`config.mk`:
```
export PLATFORM = sky130hd
export DESIGN_NAME = port_unlock_detector
export DESIGN_NICKNAME = d
export VERILOG_FILES = /design/src/rtl/unlock_pkg.sv /design/src/rtl/unlock_port_decode.sv /design/src/rtl/unlock_key_rom.sv /design/src/rtl/unlock_seq_tracker.sv /design/src/rtl/port_unlock_detector.sv
export SDC_FILE = /design/constraint.sdc
export NUM_CORES = 1
export LEC_CHECK = 0
export ABC_AREA = 0
export ABC_CLOCK_PERIOD_IN_PS = 2250
export BUFFER_PORTS_ARGS = -buffer_cell sky130_fd_sc_hd__buf_2
export CAP_MARGIN = 10
export CORE_ASPECT_RATIO = 0.8
export CORE_UTILIZATION = 48
export CTS_BUF_LIST = sky130_fd_sc_hd__clkbuf_8
export CTS_CLUSTER_SIZE = 10
export DETAILED_ROUTE_END_ITERATION = 12
export HOLD_SLACK_MARGIN = 0.02
export PLACE_DENSITY = 0.84
export SETUP_SLACK_MARGIN = 0.15
export SLEW_MARGIN = 10
export SYNTH_ARGS = -nofsm -noshare
export SYNTH_HDL_FRONTEND = slang
export SYNTH_HIERARCHICAL = 1
export SYNTH_SLANG_ARGS = --single-unit
```
`constraint.sdc`:
```
create_clock -name clk -period 2.25 [get_ports clk]
set_input_delay 0.1125 -clock clk [delete_from_list [all_inputs] [get_ports clk]]
set_output_delay 0.1125 -clock clk [all_outputs]
set_load 0.03 [all_outputs]
```
`src/rtl/unlock_pkg.sv`:
```
// Package: shared constants and the key table function for the port
// unlock detector. Assumes the key is a fixed, non-empty byte sequence.
package unlock_pkg;

    localparam int DATA_W  = 8;
    localparam int KEY_LEN = 17;
    localparam int IDX_W   = $clog2(KEY_LEN);

    // Returns the key byte expected at position pos (0 is first).
    function automatic logic [DATA_W-1:0] key_byte(input int unsigned pos);
        logic [DATA_W-1:0] b;
        case (pos)
            0:       b = 8'hFF;
            1:       b = 8'h00;
            2:       b = 8'hFF;
            3:       b = 8'h77;
            4:       b = 8'hB3;
            5:       b = 8'h51;
            6:       b = 8'hA8;
            7:       b = 8'hD4;
            8:       b = 8'h62;
            9:       b = 8'h39;
            10:      b = 8'h9C;
            11:      b = 8'h46;
            12:      b = 8'h2B;
            13:      b = 8'h15;
            14:      b = 8'h8A;
            15:      b = 8'hCD;
            16:      b = 8'hEE;
            default: b = '0;
        endcase
        return b;
    endfunction

endpackage

```
`src/rtl/unlock_port_decode.sv`:
```
// Module: address qualifier. Marks a write as a key-port write when the
// strobe is high and the masked address equals the key port pattern.
// Assumes a single-cycle write strobe per transfer; purely combinational.
module unlock_port_decode #(
    parameter int               ADDR_W     = 16,
    parameter logic [ADDR_W-1:0] ADDR_MASK = 16'hFF00,
    parameter logic [ADDR_W-1:0] PORT_HIT  = 16'hBC00
) (
    input  logic              io_wr,
    input  logic [ADDR_W-1:0] io_addr,
    output logic              key_wr
);

    // Qualify the write strobe with the masked address compare.
    always_comb begin
        key_wr = io_wr && ((io_addr & ADDR_MASK) == PORT_HIT);
    end

endmodule

```
`src/rtl/unlock_key_rom.sv`:
```
// Module: key lookup. Builds the key table from the package function and
// returns the byte expected at the current progress index, plus the first
// key byte used for resynchronisation. Assumes idx stays below KEY_LEN;
// out-of-range indices return zero.
module unlock_key_rom
    import unlock_pkg::*;
(
    input  logic [IDX_W-1:0]  idx,
    output logic [DATA_W-1:0] exp_byte,
    output logic [DATA_W-1:0] first_byte
);

    logic [DATA_W-1:0] key_tab [KEY_LEN];

    for (genvar g = 0; g < KEY_LEN; g++) begin : g_key
        assign key_tab[g] = key_byte(g);
    end

    // Select the expected byte for the current position.
    always_comb begin
        if (idx < IDX_W'(KEY_LEN)) begin
            exp_byte = key_tab[idx];
        end else begin
            exp_byte = '0;
        end
        first_byte = key_tab[0];
    end

endmodule

```
`src/rtl/unlock_seq_tracker.sv`:
```
// Module: key progress state machine. Advances one position per matching
// key-port write, raises the unlocked flag on the last byte, and on a wrong
// byte clears the flag and restarts (at position one if the wrong byte is
// the first key byte). Assumes key_wr is high for one cycle per write.
module unlock_seq_tracker
    import unlock_pkg::*;
(
    input  logic              clk,
    input  logic              rst_n,
    input  logic              key_wr,
    input  logic [DATA_W-1:0] io_data,
    input  logic [DATA_W-1:0] exp_byte,
    input  logic [DATA_W-1:0] first_byte,
    output logic [IDX_W-1:0]  progress,
    output logic              unlocked
);

    localparam logic [IDX_W-1:0] LAST_IDX = IDX_W'(KEY_LEN - 1);

    logic              hit;
    logic              at_last;
    logic              resync;
    logic [IDX_W-1:0]  next_idx;
    logic              next_unl;

    // Decide the next progress and flag for a key-port write.
    always_comb begin
        hit      = (io_data == exp_byte);
        at_last  = (progress == LAST_IDX);
        resync   = (io_data == first_byte);
        next_idx = progress;
        next_unl = unlocked;
        if (hit) begin
            if (at_last) begin
                next_idx = '0;
                next_unl = 1'b1;
            end else begin
                next_idx = progress + 1'b1;
            end
        end else begin
            next_unl = 1'b0;
            next_idx = resync ? IDX_W'(1) : '0;
        end
    end

    // Register progress and flag; only key-port writes update them.
    always_ff @(posedge clk) begin
        if (!rst_n) begin
            progress <= '0;
            unlocked <= 1'b0;
        end else if (key_wr) begin
            progress <= next_idx;
            unlocked <= next_unl;
        end
    end

endmodule

```
`src/rtl/port_unlock_detector.sv`:
```
// Module: top of the port unlock detector. Watches I/O writes, compares
// key-port data against the fixed key and drives the unlocked flag.
// Assumes synchronous active-low reset and one write per strobe cycle.
module port_unlock_detector
    import unlock_pkg::*;
#(
    parameter int                ADDR_W    = 16,
    parameter logic [ADDR_W-1:0] ADDR_MASK = 16'hFF00,
    parameter logic [ADDR_W-1:0] PORT_HIT  = 16'hBC00
) (
    input  logic              clk,
    input  logic              rst_n,
    input  logic              io_wr,
    input  logic [ADDR_W-1:0] io_addr,
    input  logic [DATA_W-1:0] io_data,
    output logic              unlocked
);

    logic              key_wr;
    logic [IDX_W-1:0]  match_idx;
    logic [DATA_W-1:0] exp_byte;
    logic [DATA_W-1:0] first_byte;

    unlock_port_decode #(
        .ADDR_W   (ADDR_W),
        .ADDR_MASK(ADDR_MASK),
        .PORT_HIT (PORT_HIT)
    ) u_decode (
        .io_wr  (io_wr),
        .io_addr(io_addr),
        .key_wr (key_wr)
    );

    unlock_key_rom u_rom (
        .idx       (match_idx),
        .exp_byte  (exp_byte),
        .first_byte(first_byte)
    );

    unlock_seq_tracker u_track (
        .clk       (clk),
        .rst_n     (rst_n),
        .key_wr    (key_wr),
        .io_data   (io_data),
        .exp_byte  (exp_byte),
        .first_byte(first_byte),
        .progress  (match_idx),
        .unlocked  (unlocked)
    );

endmodule

```
## After elaboration in Yosys (flattened, before gate mapping)

Memory sizes are Yosys's and may differ from the RTL's.
Cells that the tools add are included.

| operators by class | value |
|---|---|
| add/sub/neg operators | 1 |
| magnitude comparators | 2 |
| equality and inequality tests | 5 |
| muxes and demuxes | 8 |
| bitwise operators | 1 |
| reductions and logical operators | 2 |

Operators by type and width:

| kind | number |
|---|---|
| $mux 8 | 3 |
| $eq 8x8->1 const B | 2 |
| $mux 5 | 2 |
| $eq 8x8->1 | 1 |
| $ge 6x6->1 const B | 1 |
| $not 5->6 | 1 |
| $add 5x1->5 const B | 1 |
| $eq 5x5->1 const B | 1 |
| $lt 5x5->1 const B | 1 |
| $mux 1 | 3 |
| $ne 2x2->1 const B | 1 |
| $reduce_and 2->1 | 1 |
| $logic_and 1x1->1 | 1 |

| storage, ports and cells | value |
|---|---|
| bits in registers | 6 |
| bits in read-only memories | 256 |
| output and inout port bits | 1 |
| memories kept | 1 |

Memory list:

| memory | words | width | read ports | clocked after memory_dff | wr ports | line | source |
|---|---|---|---|---|---|---|---|
| (name not given) | 32 | 8 | 1 | 0 | 0 | unlock_key_rom.sv:22 | `exp_byte = key_tab[idx];` |

## Longest topological paths before layout

Gate-level depths: netlist (run 1).

| logic depth | value |
|---|---|
| word-level depth | 8 |
| depth in mapped cells | 9 |

## Cells and area by module

Netlist (run 1), hierarchy kept.

Modules (own cells, without submodules):

| module | instances | cells each | area an instance (um^2) | seq. area each (um^2) |
|---|---|---|---|---|
| unlock_seq_tracker | 1 | 59 | 523.0 | 120.1 |
| unlock_key_rom | 1 | 63 | 421.7 | 0.0 |
| unlock_port_decode | 1 | 3 | 30.0 | 0.0 |

## Worst setup path before layout (run 1)

Ideal clock, no wire load.

| timing path | value |
|---|---|
| path kind | flip-flop to flip-flop |
| from | register u_track.progress[0] |
| to | register u_track.progress[0] |
| data arrival time | 2288 ps |
| required time | 2191 ps |
| path slack | -97 ps |
| stages on the path, launching flop included | 10 |
| clock period less this slack | 2347 ps |
| cells stage by stage | dfxtp_1 inv_1 ha_1 and2_1 a2111oi_0 a311oi_1 xor2_1 nor4_4 a32o_1 a22o_1 |

| on the way | value |
|---|---|
| word-level cells in the longest chain between the ends | 7 |
| elaborated cells on any way between the ends | 11 |

RTL lines:

| item | line | source |
|---|---|---|
| start: declaration | unlock_seq_tracker.sv:14 | `output logic [IDX_W-1:0] progress,` |
| start signal: assignment | unlock_seq_tracker.sv:52 | `progress <= next_idx;` |
| $not 5->6 (implied by the code) | unlock_key_rom.sv:22 |  |
| $mem_v2 32x8 | n/a |  |
| $mux 8 (implied by the code) (2 in a row) | unlock_key_rom.sv:22 |  |
| $mux 8 (*) | unlock_key_rom.sv:21 | `if (idx < IDX_W'(KEY_LEN)) begin` |
| net exp_byte[3] | port_unlock_detector.sv:21 | `logic [DATA_W-1:0] exp_byte;` |
| $eq 8x8->1 (*) | unlock_seq_tracker.sv:28 | `hit = (io_data == exp_byte);` |
| $mux 5 (*) | unlock_seq_tracker.sv:33 | `if (hit) begin` |

The timed path passes the listed nets; every way through them passes the cells marked *. The select of a mux whose other input is x is not followed.
A chain may end at the register's enable or synchronous reset.

## Worst setup path after layout (run 1)

| timing path | value |
|---|---|
| from | register u_track.progress[0] |
| to | register u_track.progress[1] |

The elaborated chain is that of the path after synthesis.

==> results list, run 1 <==
- Status: finished with violations
- The final reports fail on setup timing.
* Fraction of post-synthesis cell area in the top cell type by area: 0.123
- Once detailed placement completed, the half-perimeter wirelength came to 1910 um.
* Register bit total from synthesis: 6
- The number of antenna violations at the first check in global routing came to 0.
* Die area: around 0.0022 mm2
- The finished cells cover 0.00130 mm2.
- Count of routing violations after the opening detailed-route iteration: 28
* Arrival time reported for the critical path endpoint: between 2000 and 2500 ps
- End-of-flow core utilization: 0.688
- Final critical-path required period: around 2300 ps
* Sequential share of the synthesized area: 0.123
- The via count of the first global-routing pass came to 916.
* Buffer cell driving the clock tree root: sky130_fd_sc_hd__clkbuf_8
- Startpoint-to-endpoint class of the critical path: flop to flop
* Peak ir drop on the vdd network: 0.000251 V
- Setup repair after global routing could not meet its margin everywhere.
- Clock transition at the register clock pins on the worst setup and hold paths after CTS: roughly 40 ps
- The endpoint identified for the worst register-to-register timing path is u_track/progress[1].
- Entering global routing, the biggest net connects 11 pins.
- The number of pins exceeding their max-slew limit in the final report came to 0.
- Total cell area at the placement stage: between 0.001 and 0.0015 mm2
- Yosys printed 6 warnings.
- For this run, design rule violations remaining after detail routing come to 0.
- Counting instances, the worst hold path has a depth of 3.
- STA classifies the critical path startpoint as a flop.
* Post-Layout Cell Count: 179
- The first global-routing pass estimated a little over 4000 um of wire.
* Crit share post-route: 1.03
- After floorplanning, the core was sized to cover 0.00189 mm2.
* Top Ports: 28
* Max Clk Rate: about 430 MHz
* Overall overflow remaining after global route: 0
* Static power due to leakage: around 0.47 nW
* Average vias per placed instance: 5.69
- CTS built an H-tree with a depth of 1.
* Number of placement rows: 14
* Number of antenna-violating nets in the routed design: 0
* Post-synth EDFFs: 0
- In this run the tool buffered the top-level ports with 19 buffer cells.
* Signed area change from the synthesized netlist to the final layout: 33.5%
- Floorplan die width: between 50 and 60 um
* Worst hold path startpoint: rst_n
- The routed layout has ~1,000 vias.
* Cell area power density: between 200 and 300 mW/mm2
- After synthesis, the cell types taking the most area are sky130_fd_sc_hd__dfxtp_1, sky130_fd_sc_hd__ha_1, sky130_fd_sc_hd__xnor2_1, sky130_fd_sc_hd__xor2_1, sky130_fd_sc_hd__buf_4.
- WP buf/inv: 3
- Peak fanout along the critical path: 5
- In this run, distinct cell masters in the synthesized netlist total 38.
- The tightest min-delay check is of the input port to flop type.
- Predominant post-synthesis flop cell: sky130_fd_sc_hd__dfxtp_1
* Number of buffers created by CTS: 3
* Number of cells in the design after placement: 172
- Routability-driven placement finished with a final weighted congestion of about 0.83.
- Dividing the synthesized area by the synthesized cell count gives roughly 7.8 um2.
* Worst slack at placement: 30.2 ps
* DR pass1 iterations: 4
- In the final layout, the share of cells above drive strength 1 is 0.387.
- For this configuration, the core starts out at a cell density of 0.515.
- Slowest CP cell: sky130_fd_sc_hd__mux4_2
* Post-synthesis async set-or-reset flop share: 0
- Worst flop-to-flop path startpoint: u_track/progress[0]
- Ordered list of cells on the worst path: inv_6, ha_4, inv_2, mux4_2, a21oi_2, xor2_2, nor4_4, buf_4, nand4_1, a21boi_1
* Most area-hungry cell type in the Yosys netlist: sky130_fd_sc_hd__dfxtp_1
* CP peak stage delay: roughly 450 ps
* Max clock buf depth: 2
* Internal reg-to-reg setup slack: -80 ps
- The worst hold path terminates at u_track/progress[3].
* Element type at the critical path end: flop
- After detailed routing, the average wire length per cell comes to roughly 16 um.
* Die Span Y: about 42 um
- For this run, the total global-route usage over all layers was measured as 0.248.
- Instance count of the mapped netlist: around 130
- Between clock sinks in the finished design, the worst skew comes to just under 9 ps.
* Worst EP required: 2400 ps
* Register-to-Register Path Depth: 10
- The repair_antennas step left the layout with diodes totalling 0.
- Wirelength, routed: 2910 um
- Max-cap violations in this run came to 0.
- Final setup margin: -78.4 ps
* Clk_lat worst skew: between 200 and 250 ps
- Clock Sinks: 6
- In this design, the largest share of critical-path delay is due to multiplexers.
- Final nets: 190
* Setup violation total in the final timing report: 5
- The hold violation count in the final report is 0.
- Netlist area before placement: a little under 0.001 mm2
- TritonCTS built the clock tree.
* Hold Worst Slack: 175 ps
[per-stage QoR]
step	TNS [ps]	power, W
after floorplan	0	0.000147
after global placement	0	0.000159
after detailed placement	0	0.000161
after CTS	0	0.000336
after global routing	-729	0.000353
final	-241	0.000341
[cells in the final DEF, fill, tap and decap left out, types with 3 or more instances in the layout]
master                     instances
sky130_fd_sc_hd__buf_2            19
sky130_fd_sc_hd__nor3_1            3
sky130_fd_sc_hd__xor2_1            6
sky130_fd_sc_hd__o21ai_0           3
sky130_fd_sc_hd__xnor2_1          10
sky130_fd_sc_hd__conb_1            8
sky130_fd_sc_hd__ha_1              4
sky130_fd_sc_hd__nand2_1           7
sky130_fd_sc_hd__a21oi_1           6
sky130_fd_sc_hd__ha_4              3
sky130_fd_sc_hd__a211oi_1          3
sky130_fd_sc_hd__inv_1             7
sky130_fd_sc_hd__buf_4            12
sky130_fd_sc_hd__nand2b_1          4
sky130_fd_sc_hd__dfxtp_1           3
sky130_fd_sc_hd__nor2_1            9
sky130_fd_sc_hd__clkbuf_8          3
sky130_fd_sc_hd__nand4_1           5
[cell usage after synthesis, types with 3 or more instances]
| cell | instances |
|---|---|
| sky130_fd_sc_hd__nand2b_1 | 4 |
| sky130_fd_sc_hd__dfxtp_1 | 6 |
| sky130_fd_sc_hd__nor2_1 | 9 |
| sky130_fd_sc_hd__xnor2_1 | 10 |
| sky130_fd_sc_hd__xor2_1 | 8 |
| sky130_fd_sc_hd__a21oi_1 | 6 |
| sky130_fd_sc_hd__a211oi_1 | 4 |
| sky130_fd_sc_hd__inv_1 | 8 |
| sky130_fd_sc_hd__nor2b_1 | 3 |
| sky130_fd_sc_hd__buf_4 | 8 |
| sky130_fd_sc_hd__o21ai_0 | 3 |
| sky130_fd_sc_hd__nor3_1 | 5 |
| sky130_fd_sc_hd__ha_1 | 7 |
| sky130_fd_sc_hd__buf_2 | 4 |
| sky130_fd_sc_hd__nand2_1 | 7 |
| sky130_fd_sc_hd__nand4_1 | 5 |
[flip-flops by register name, summed over array words and instances (netlist names)]
signal,count
u_track/progress,5
u_track/unlocked,1
[per-layer routing]
layer | wire length (um) | up-vias | GRT usage
li1 | - | 490 | -
met1 | 1180 | 477 | 0.326
met2 | 1480 | 43 | 0.423
met3 | 173 | 9 | 0.0435
met4 | 76 | 0 | 0.0421
met5 | 0 | - | 0
[final cells by class]
type / instances / area [um2]
repair buffers: 31 / 185
inverters: 9 / 41.3
multi-input cells: 105 / 871
clock inverters: 1 / 3.75
fillers: 142 / 591
clock buffers: 3 / 41.3
well taps: 24 / 30.0
flip-flops and latches: 6 / 129
[repair_timing]
item / 4_1_cts / 5_1_grt
hold endpoints to repair: 0 / 0
resized for setup: 9 / 10
pin swaps: 9 / 12
buffers inserted: 1 / 2
endpoints found under the setup margin: 6 / 6
hold buffers: 0 / 0
[cell families (layout without fill, tap and decap cells)]
logic type,after synthesis,count (layout),share of synthesized area
multiplexers,1,1,0.0231
XOR/XNOR,18,18,0.162
adder cells (fa/ha/maj),7,7,0.0899
flip-flops,6,6,0.123
other,1,8,0.00385
buffers and inverters,21,44,0.117
AO/OA/AOI/OAI,29,29,0.212
AND/OR/NAND/NOR,42,42,0.270
[where the power goes]
part / internal, W / leakage [nW] / total (W) / switching (W)
logic: 0.0000298 / 0.395 / 0.0000609 / 0.0000311
clock network: 0.000118 / 0.0269 / 0.000175 / 0.0000573
registers: 0.000104 / 0.0504 / 0.000104 / 0.00000000191
total: 0.000252 / 0.472 / 0.000341 / 0.0000884
[tightest hold or removal path: stages]
cell and delay [ps]:
sky130_fd_sc_hd__buf_2 140, sky130_fd_sc_hd__nand2_1 60, sky130_fd_sc_hd__nor2_1 40
[how the worst max path moves through the flow]
stage,cells past startpoint,from,slack (ps),to
after floorplan,8,u_track/progress[1],150,u_track/progress[0]
after global placement,9,u_track/progress[0],60,u_track/progress[0]
after detailed placement,9,u_track/progress[0],30,u_track/progress[1]
after CTS,9,u_track/progress[0],90,u_track/progress[0]
after global routing,10,u_track/progress[0],-150,u_track/progress[1]
final,10,u_track/progress[0],-80,u_track/progress[1]
No activity file was read; power rests on OpenSTA's default activity.
==> run 2: changes to the inputs <==
--- a/config.mk
+++ b/config.mk
@@ -6,11 +6,11 @@
 export NUM_CORES = 1
 export LEC_CHECK = 0
 export ABC_AREA = 0
-export ABC_CLOCK_PERIOD_IN_PS = 2250
+export ABC_CLOCK_PERIOD_IN_PS = 2300
 export BUFFER_PORTS_ARGS = -buffer_cell sky130_fd_sc_hd__buf_2
 export CAP_MARGIN = 10
 export CORE_ASPECT_RATIO = 0.8
-export CORE_UTILIZATION = 48
+export CORE_UTILIZATION = 50
 export CTS_BUF_LIST = sky130_fd_sc_hd__clkbuf_8
 export CTS_CLUSTER_SIZE = 10
 export DETAILED_ROUTE_END_ITERATION = 12
@@ -20,5 +20,4 @@
 export SLEW_MARGIN = 10
 export SYNTH_ARGS = -nofsm -noshare
 export SYNTH_HDL_FRONTEND = slang
-export SYNTH_HIERARCHICAL = 1
 export SYNTH_SLANG_ARGS = --single-unit
==> constraint.sdc (replaced) <==
create_clock -name clk -period 2.3 [get_ports clk]
set_input_delay 0.115 -clock clk [delete_from_list [all_inputs] [get_ports clk]]
set_output_delay 0.115 -clock clk [all_outputs]
set_load 0.005 [all_outputs]
==> run 2 against run 1 <==
  * The flow now finishes without violations
  * Clock-buffer cell count unchanged
  * Total power fell by 5.2%
  * Wire length decreased by 4.8%
  * First-iteration DRC count rose by 11%
  * Sequential share of layout area is 0.13 points higher
  * Final cell count decreased by 6.1%
  * Maximum frequency is 2.0% higher
  * Global-route usage is 5.7 points higher
  * Clock power down 6%
  * Hold slack got worse by 17 ps
  * Sequential power about the same
  * Highest routed layer unchanged
==> results list, run 2 <==
- Of the available clock period, the critical path in the final layout requires 0.993.
* Type of the tightest min-delay check: input port to flop
- Slew Limit Fails: 0
- Clock Sinks: 6
* Max clock buf depth: 2
- Leaving out filler cells and counting taps, the final layout contains 168.
- Setup violations remaining at the end of the flow were counted as 0.
- For this run, global-route usage on met3 was measured as 0.0341.
* Final setup margin: about 17 ps
- Clock transition at the register clock pins on the worst setup and hold paths after CTS: around 40 ps
* Number of levels in the clock H-tree: 1
- The synthesized netlist contains 50 unique library cells.
* Number of hold violations in the final report: 0
- Pin count of the biggest net entering global routing: 13
* Element type at the critical path end: flop
- Ordered list of cells on the worst path: inv_2, ha_4, mux2_1, a32oi_2, xor2_1, o211ai_1, a211oi_4, buf_6, buf_6, nor2_2, nor3_2
- In this run the horizontal extent of the chip is ~49 um.
- Measured slew at the worst slew-check pin: ~480 ps
* Count of warnings emitted by yosys: 0
- Most common library cell in the layout ignoring fill and taps: sky130_fd_sc_hd__buf_2
- TritonCTS built the clock tree.
* Buffer cell driving the clock tree root: sky130_fd_sc_hd__clkbuf_8
- Instance count of the mapped netlist: 112
- The first TritonRoute pass finished after 4 iterations.
* Half-perimeter wire length of the detailed placement result: about 2100 um
* Met1 capacity usage during global routing: 0.352
- Largest register by flop count: u_track.progress
* Biggest registers after layout: u_track.progress: 5 flops, u_track.unlocked: 1 flops
* Count of routing violations after the opening detailed-route iteration: 31
- After layout, the minimum clock period comes to between 2000 and 2500 ps.
- For this run, design rule violations remaining after detail routing come to 0.
* Proportion of layout cells with a drive suffix above 1: 0.500
- Final routed wire length divided by cell count: between 15 and 20 um
- Number of antenna-violating nets in the routed design: 0
- STA classifies the critical path startpoint as a flop.
- Signed area change from the synthesized netlist to the final layout: 42.6%
* Synth area leaders: sky130_fd_sc_hd__dfxtp_1, sky130_fd_sc_hd__xnor2_1, sky130_fd_sc_hd__ha_1, sky130_fd_sc_hd__nand2_1, sky130_fd_sc_hd__nor2_1
- Port buffering added 19 buffers.
* Global routing usage summed across all routing layers: 0.305
* GR peak layer: met2
- Final hold analysis gives a worst-case slack of approximately 160 ps.
- Arrival time reported for the critical path endpoint: ~2400 ps
- The run finished with clean final reports.
* Initial antenna violation count: 0
- Max-cap violations: 0
* Startpoint-to-endpoint class of the critical path: flop to flop
- Setup repair after global routing could not meet its margin everywhere.
* Number of flip-flops in the largest register: 5
- Most used cells in the layout excluding fill and tap cells: sky130_fd_sc_hd__buf_2, sky130_fd_sc_hd__buf_4, sky130_fd_sc_hd__nand2_1, sky130_fd_sc_hd__nor2_1, sky130_fd_sc_hd__xnor2_1
* Final nets: 179
* Cell family with the largest share of critical-path delay: compound AO/OA/AOI/OAI gates
* Average vias per placed instance: about 6
* Die Span Y: 40.0 um
- Post-synthesis async set-or-reset flop share: 0
- The largest individual stage delay along the critical path comes from the cell sky130_fd_sc_hd__dfxtp_4.
- Rel. slew slack: 0.673
- The synthesized design spends more area on one cell type than any other, namely sky130_fd_sc_hd__dfxtp_1.
* Number of fillers in the final layout: 126
* Static power due to leakage: between 0.5 and 0.6 nW
- At the end of routability-driven placement, the weighted congestion stood at 0.851.
- Predominant post-synthesis flop cell: sky130_fd_sc_hd__dfxtp_1
* CP peak stage delay: around 380 ps
- Counting flops and latches in the post-synthesis netlist gives 6.
- The via count of the first global-routing pass was around 970.
- The initialized floorplan defines 13 standard-cell rows.
* Count of inserted antenna diode cells: 0
- Placeable core area: around 0.0017 mm2
- For this configuration, the core starts out at a cell density of 0.543.
* Multi-input logic area: around 820 um2
* Internal reg-to-reg setup slack: approximately 17 ps
- Wirelength, routed: around 2800 um
* Die area: about 0.0020 mm2
- The worst-case IR drop observed on VDD is between 0.0002 and 0.0003 V.
* Overall overflow remaining after global route: 0
- Cell seen most often among critical-path stages: sky130_fd_sc_hd__buf_6
- Counting both buffers and inverters, the worst setup path holds a total of 3.
- Fraction of post-synthesis cell area in the top cell type by area: 0.133
- Of all nets on the critical path, the largest fanout is 6.
- During I/O placement, the number of pins put on the boundary was 28.
* Met2 usage in global routing: 0.586
- Post-synth EDFFs: 0
* Syn Nets: roughly 140
* Per-instance average area after synthesis: about 8.0 um2
* Sequential share of the synthesized area: 0.133
* Cell area power density: between 200 and 300 mW/mm2
- Max Clk Rate: around 440 MHz
* Netlist area before placement: about 900 um2
* Number of cells in the design after placement: around 160
* Worst EP required: roughly 2500 ps
- Worst slack at placement: -52.0 ps
- In the final layout, flip-flops and latches occupy 129 um2.
- After synthesis, the most frequently instantiated cells are sky130_fd_sc_hd__nand2_1, sky130_fd_sc_hd__nor2_1, sky130_fd_sc_hd__xnor2_1.
* Global-route wire length before repair: ~4400 um
* Number of vias after detailed routing: just under 1,000
- Clk_lat worst skew: between 200 and 250 ps
- End-of-flow core utilization: 0.775
* Number of buffers created by CTS: 3
- Layout Skew: roughly 1.9 ps
run 2: path summary, 6_finish.rpt:
kind                                           from             endpoint  cells past startpoint
worst max-delay path            u_track.progress[0]  u_track.progress[0]                     11
worst max register to register  u_track.progress[0]  u_track.progress[0]                     11
worst min-delay path                          rst_n  u_track.progress[2]                      3
worst min register to register     u_track.unlocked     u_track.unlocked                      2
run 2: per-layer routing:
layer / up-vias / wire, um
met1: 469 / 1160
met5: - / 0
li1: 484 / -
met2: 32 / 1430
met3: 9 / 96
met4: 0 / 78
run 2: cells by family (layout without fill, tap and decap cells):
| group | Yosys count | in the layout | share of synthesized area |
|---|---|---|---|
| AOI/OAI and AO/OA | 27 | 27 | 0.260 |
| xor gates and xnor gates | 10 | 10 | 0.0972 |
| DFF | 6 | 6 | 0.133 |
| buffers and inverters | 13 | 47 | 0.0722 |
| muxes | 5 | 5 | 0.0708 |
| and+or+nand+nor | 46 | 46 | 0.297 |
| adders and majority gates | 5 | 5 | 0.0694 |
run 2: area by class of cell:
| type | count | share of cell area |
|---|---|---|
| sequential | 6 | 0.100 |
| clock inverter | 1 | 0.00292 |
| tap | 22 | 0.0214 |
| inverter | 6 | 0.0195 |
| clock buffer | 3 | 0.0321 |
| multi-input combinational | 93 | 0.636 |
| timing repair buffer | 37 | 0.188 |
run 2: stage by stage:
stage / power, W / setup TNS [ps] / area [um2]
after global routing: 0.000335 / -166 / 1280
after CTS: 0.000325 / 0 / 1250
after floorplan: 0.000129 / 0 / 945
final: 0.000323 / 0 / 1280
after detailed placement: 0.000155 / -97.8 / 1120
after global placement: 0.000152 / 0 / 1120
run 2: repair_timing:
item                       4_1_cts  5_1_grt
gates cloned                     0        0
setup endpoints to repair        6        6
hold buffers                     0        0
pin swaps                       10        5
gates resized for setup         13        7
buffers inserted                 5        0
run 2: worst min-delay path, cell delays in order:
cell and delay [ps]:
sky130_fd_sc_hd__buf_2 140, sky130_fd_sc_hd__nand2_1 60, sky130_fd_sc_hd__nor2_1 30
run 2: power by group:
group	leakage [nW]	switching, W	total (W)	internal, W
clock network	0.0269	0.0000496	0.000165	0.000115
registers	0.0504	0.0000000866	0.000102	0.000102
logic	0.446	0.0000278	0.0000558	0.0000280
total	0.524	0.0000775	0.000323	0.000245
